===== src/rtl/rhy_pkg.sv =====
package rhy_pkg;
  localparam int PHASE_W = 10;
  localparam int NUM_OPS = 5;

  // key-bit / flag positions; decoded by the operator array
  localparam int OP_HH  = 0;
  localparam int OP_TC  = 1;
  localparam int OP_TOM = 2;
  localparam int OP_SD  = 3;
  localparam int OP_BD  = 4;
endpackage


===== src/rtl/rhy_key_latch.sv =====
module rhy_key_latch #(
  parameter int N = rhy_pkg::NUM_OPS
) (
  input  logic         clk_i,
  input  logic         rst_ni,
  input  logic         en_i,
  input  logic         wr_i,
  input  logic [N-1:0] bits_i,
  output logic [N-1:0] drum_o
);
  logic [N-1:0] drum_q;

  always_ff @(posedge clk_i or negedge rst_ni) begin
    if (!rst_ni)     drum_q <= '0;
    else if (!en_i)  drum_q <= '0;
    else if (wr_i)   drum_q <= bits_i;
  end

  assign drum_o = drum_q;

  a_r1_load: assert property (@(posedge clk_i) disable iff (!rst_ni)
    (en_i && wr_i) |=> (drum_o == $past(bits_i)));
  a_r2_hold: assert property (@(posedge clk_i) disable iff (!rst_ni)
    (en_i && !wr_i) |=> $stable(drum_o));
  a_r3_clear: assert property (@(posedge clk_i) disable iff (!rst_ni)
    !en_i |=> (drum_o == '0));
endmodule


===== src/rtl/rhy_key_track.sv =====
module rhy_key_track #(
  parameter int N = rhy_pkg::NUM_OPS
) (
  input  logic         clk_i,
  input  logic         rst_ni,
  input  logic [N-1:0] norm_i,
  input  logic [N-1:0] drum_i,
  output logic [N-1:0] on_o,
  output logic [N-1:0] start_o
);
  for (genvar g = 0; g < N; g++) begin : g_op
    logic prev_q;
    logic on_w;

    assign on_w = norm_i[g] | drum_i[g];

    always_ff @(posedge clk_i or negedge rst_ni) begin
      if (!rst_ni) prev_q <= 1'b0;
      else         prev_q <= on_w;
    end

    assign on_o[g]    = on_w;
    assign start_o[g] = on_w & ~prev_q;

    // a start cannot repeat while the key stays on
    a_r5_single: assert property (@(posedge clk_i) disable iff (!rst_ni)
      start_o[g] |=> !(start_o[g] && $past(on_o[g])));
    a_r4_drum_on: assert property (@(posedge clk_i) disable iff (!rst_ni)
      drum_i[g] |-> on_o[g]);
  end
endmodule


===== src/rtl/rhy_phase_mix.sv =====
module rhy_phase_mix #(
  parameter int PW = rhy_pkg::PHASE_W,
  parameter int N  = rhy_pkg::NUM_OPS
) (
  input  logic          clk_i,
  input  logic          rst_ni,
  input  logic          en_i,
  input  logic [PW-1:0] ref_a_i,
  input  logic [PW-1:0] ref_b_i,
  input  logic          noise_i,
  output logic [PW-1:0] hh_o,
  output logic [PW-1:0] sd_o,
  output logic [PW-1:0] tc_o,
  output logic [N-1:0]  mask_o
);
  import rhy_pkg::*;

  localparam logic [N-1:0] OVR_MASK =
    N'((1 << OP_HH) | (1 << OP_TC) | (1 << OP_SD));
  localparam logic [PW-1:0] HH_SEED = PW'(10'h034);
  localparam logic [PW-1:0] MID_BIT = PW'(10'h100);

  logic          common;
  logic [1:0]    hh_sh;
  logic [PW-1:0] hh_raw, sd_raw, tc_raw;

  always_comb begin
    common = ref_a_i[3] | (ref_a_i[7] ^ ref_a_i[2]) | (ref_b_i[5] ^ ref_b_i[3]);
    hh_sh  = {common ^ noise_i, 1'b0};
    hh_raw = (PW'(common) << 9) | (HH_SEED << hh_sh);
    sd_raw = (MID_BIT << ref_a_i[8]) ^ (PW'(noise_i) << 8);
    tc_raw = MID_BIT | (PW'(common) << 9);
  end

  assign hh_o   = en_i ? hh_raw : '0;
  assign sd_o   = en_i ? sd_raw : '0;
  assign tc_o   = en_i ? tc_raw : '0;
  assign mask_o = en_i ? OVR_MASK : '0;

  a_r3_quiet: assert property (@(posedge clk_i) disable iff (!rst_ni)
    !en_i |-> (hh_o == '0 && sd_o == '0 && tc_o == '0 && mask_o == '0));
  a_r8_tc_mid: assert property (@(posedge clk_i) disable iff (!rst_ni)
    en_i |-> (tc_o[8] && (tc_o[9] == hh_o[9])));
  a_r7_sd_one: assert property (@(posedge clk_i) disable iff (!rst_ni)
    en_i |-> ($countones(sd_o) <= 2 && sd_o[7:0] == '0));
endmodule


===== src/rtl/rhy_perc_phase.sv =====
module rhy_perc_phase
  import rhy_pkg::*;
#(
  parameter int PW = PHASE_W,
  parameter int N  = NUM_OPS
) (
  input  logic          clk_i,
  input  logic          rst_ni,
  input  logic          rhy_en_i,
  input  logic          key_wr_i,
  input  logic [N-1:0]  key_bits_i,
  input  logic [N-1:0]  norm_key_i,
  input  logic [PW-1:0] ref_a_phase_i,
  input  logic [PW-1:0] ref_b_phase_i,
  input  logic          noise_i,
  output logic [N-1:0]  drum_key_o,
  output logic [N-1:0]  op_on_o,
  output logic [N-1:0]  op_start_o,
  output logic [N-1:0]  ovr_mask_o,
  output logic [PW-1:0] hh_phase_o,
  output logic [PW-1:0] sd_phase_o,
  output logic [PW-1:0] tc_phase_o
);
  logic [N-1:0] drum_w;

  rhy_key_latch #(.N(N)) i_latch (
    .clk_i (clk_i), .rst_ni (rst_ni), .en_i (rhy_en_i),
    .wr_i (key_wr_i), .bits_i (key_bits_i), .drum_o (drum_w)
  );

  rhy_key_track #(.N(N)) i_track (
    .clk_i (clk_i), .rst_ni (rst_ni), .norm_i (norm_key_i),
    .drum_i (drum_w), .on_o (op_on_o), .start_o (op_start_o)
  );

  rhy_phase_mix #(.PW(PW), .N(N)) i_mix (
    .clk_i (clk_i), .rst_ni (rst_ni), .en_i (rhy_en_i),
    .ref_a_i (ref_a_phase_i), .ref_b_i (ref_b_phase_i), .noise_i (noise_i),
    .hh_o (hh_phase_o), .sd_o (sd_phase_o), .tc_o (tc_phase_o),
    .mask_o (ovr_mask_o)
  );

  assign drum_key_o = drum_w;

  // tom and bass drum keep their own phase
  a_r9_no_tom: assert property (@(posedge clk_i) disable iff (!rst_ni)
    rhy_en_i |-> (!ovr_mask_o[OP_TOM] && !ovr_mask_o[OP_BD] && ovr_mask_o[OP_HH]));
endmodule


===== config.mk =====
export PLATFORM = sky130hd
export DESIGN_NAME = rhy_perc_phase
export DESIGN_NICKNAME = d
export VERILOG_FILES = /design/src/rtl/rhy_pkg.sv /design/src/rtl/rhy_key_latch.sv /design/src/rtl/rhy_key_track.sv /design/src/rtl/rhy_phase_mix.sv /design/src/rtl/rhy_perc_phase.sv
export SDC_FILE = /design/constraint.sdc
export NUM_CORES = 1
export LEC_CHECK = 0
export BUFFER_PORTS_ARGS = -buffer_cell sky130_fd_sc_hd__buf_4
export CAP_MARGIN = 20
export CORE_MARGIN = 4
export CORE_UTILIZATION = 30
export CTS_CLUSTER_DIAMETER = 120
export DETAILED_ROUTE_END_ITERATION = 6
export PLACE_DENSITY = 0.79
export SLEW_MARGIN = 15
export SYNTH_ARGS = -nofsm -noshare
export SYNTH_HDL_FRONTEND = slang
export SYNTH_SLANG_ARGS = --single-unit

===== constraint.sdc =====
create_clock -name clk_i -period 0.8 [get_ports clk_i]
set_input_delay 0.08 -clock clk_i [delete_from_list [all_inputs] [get_ports clk_i]]
set_output_delay 0.08 -clock clk_i [all_outputs]
set_load 0.03 [all_outputs]

==> results.json <==
{
  "drc": 0,
  "rsz0062_at_grt": "true",
  "hpwl_mm": 1.40,
  "grt_pass1_vias": 636,
  "fin_crit_ns": 1.24,
  "hold_violations": 0,
  "die_area_mm2": 0.00339,
  "status": "complete, but fails checks",
  "final-setup-viol-count": 26,
  "mostFrequentLayoutCell": "buf_4",
  "die_h_um": 58.2,
  "gp_congestion": 0.702,
  "violations": "negative setup slack",
  "clock.fmax_ghz": 0.804,
  "cp.arrival_ns": 1.16,
  "ios": 85,
  "post_drt_wl_per_cell_um": 11.3,
  "rows": 17,
  "synth.ff_latch_count": 10,
  "track_usage": 0.107,
  "core_region_area_mm2": 0.00230,
  "end_kind": "output port",
  "critPathMaxStageDelay_ns": 0.41,
  "globalRouteOverflowTotal": 0,
  "routed_wl_mm": 1.77,
  "area_growth_pct": 77.9,
  "grt_pass1_wl_mm": 2.70,
  "skew_ns": 0.000216,
  "start_util": 0.330,
  "worst_ep_required_time_ns": 0.72,
  "synth.top_cell.area_share": 0.347,
  "fp.dieW_um": 58.2,
  "cts.sinks": 10,
  "drtIter0Drc": 5,
  "synth.avg_cell_area_um2": 9.70,
  "p_total_mw": 1.91,
  "final_max_slew_viol_count": 0,
  "crit_chain": "or2_4, nor2b_4, buf_6",
  "nFillCells": 186,
  "ant_nets": 0,
  "dpl_worst_slack_ns": -0.484,
  "mostFrequentLayoutCells": "32 x buf_4, 28 x buf_6, 22 x conb_1",
  "path_clk_slew_ns": 0.07,
  "maxCapViolCount": 0,
  "drtPass1Iterations": 2,
  "synth_area_um2": 757,
  "critPathSlowestCell": "dfrtp_2",
  "grt_max_degree": 11,
  "clock_latency_ns": 0.25,
  "worstHoldPathType": "input pin to flip-flop",
  "final_cell_count_no_fill": 157,
  "fin_nets": 165,
  "vias": 590,
  "cts.htree.levels": 1,
  "dp.cells": 147,
  "drive_gt1_frac": 0.667,
  "clockBufferDepth": 2,
  "power_density_mw_per_mm2": 1420,
  "ys_types": 13,
  "synthCells": 78,
  "ys_seq_area_frac": 0.331,
  "antennaDiodeCount": 0,
  "cts_tree": "built",
  "tns_ns": -7.44,
  "antenna_found_initial": 0,
  "io_buffers": 48,
  "max-vdd-ir-drop_uv": 719,
  "vias_per_cell": 3.76,
  "start_kind": "flip-flop",
  "cts-root-buf": "clkbuf_4",
  "yosysTopAreaCell": "buf_4",
  "ys_warn_count": 0,
  "setup_slack_ns": -0.444,
  "worst-path-max-fanout": 3,
  "crit_type": "flip-flop to output port",
  "cts_buffers": 3,
  "final.period_utilization": 1.56,
  "leakage_nw": 0.691,
  "synth.area.top_cells": "buf_4 35%, dfrtp_1 33%, mux2i_1 9.3%"
}
==> synth_stat cells <==
cell type / n
and2_1: 2
buf_2: 1
buf_4: 35
conb_1: 1
dfrtp_1: 10
mux2i_1: 7
nand2_1: 1
nand2b_1: 1
nor2b_1: 11
nor3_4: 1
or2_2: 5
xnor2_1: 1
xor2_1: 2
==> state kept, by name, summed over array words and instances, names as in the netlist <==
| signal | count |
|---|---|
| i_latch.drum_o | 5 |
| i_track.g_op.prev_q | 5 |
==> logic make-up after synthesis <==
group                  synth area share
buffers and inverters             0.354
AND/OR/NAND/NOR                   0.183
XOR/XNOR                         0.0347
flip-flops                        0.331
multiplexers                     0.0926
other                           0.00495
==> critical path, delay by kind of cell, from the launching register on <==
family	cells	cell delay, ns
DFF	1	0.41
and+or+nand+nor	2	0.37
buffers and inverters	1	0.13
==> final timing paths <==
path	from	endpoint	slack, ns	depth (start not counted)
setup reg to reg	i_latch.drum_o[3]	i_latch.drum_o[3]	-0.12	4
hold / removal	norm_key_i[2]	i_track.g_op[2].prev_q	0.05	2
hold reg to reg	i_latch.drum_o[1]	i_track.g_op[1].prev_q	0.51	1
max in group asynchronous	rst_ni	i_latch.drum_o[3]	0.46	2
min in group asynchronous	rst_ni	i_track.g_op[2].prev_q	0.19	2
setup / recovery	i_latch.drum_o[2]	op_start_o[2]	-0.44	3
==> repair_timing <==
item / CTS / global route
hold buffers: 1 / 0
pin swaps: 3 / 0
setup buffers: 4 / 3
hold endpoints to repair: 10 / 0
setup endpoints to repair: 26 / 26
gates resized for setup: 29 / 5
==> power by group <==
group,switching [mW],internal [mW],total [mW]
Combinational,0.509,0.402,0.911
Clock,0.160,0.275,0.435
Sequential,0.0220,0.540,0.562
==> layout make-up <==
cell class | instances | area, um2 | share of cell area
clock buffer | 4 | 36.3 | 0.0270
multi-input combinational | 53 | 438 | 0.325
sequential | 10 | 256 | 0.191
tap | 28 | 35.0 | 0.0260
timing repair buffer | 62 | 581 | 0.431
==> stage by stage <==
step / instance area, um2 / hold slack (ns) / util
final: 1350 / 0.0521 / 0.586
after global routing: 1350 / 0.0455 / 0.586
after CTS: 1310 / 0.0446 / 0.571
after detailed placement: 1120 / -0.0893 / 0.489
after global placement: 1120 / -0.0871 / 0.489
after floorplan: 962 / -0.216 / -
==> metal layers <==
metal  share of wire  global-route usage  vias to the layer above
li1                -                   -                      289
met1            0.30               0.101                      257
met2            0.55               0.189                       40
met3            0.14              0.0624                        4
met4           0.020              0.0430                        0
met5               0                   0                        -
Power figures use the tool's default switching activity.
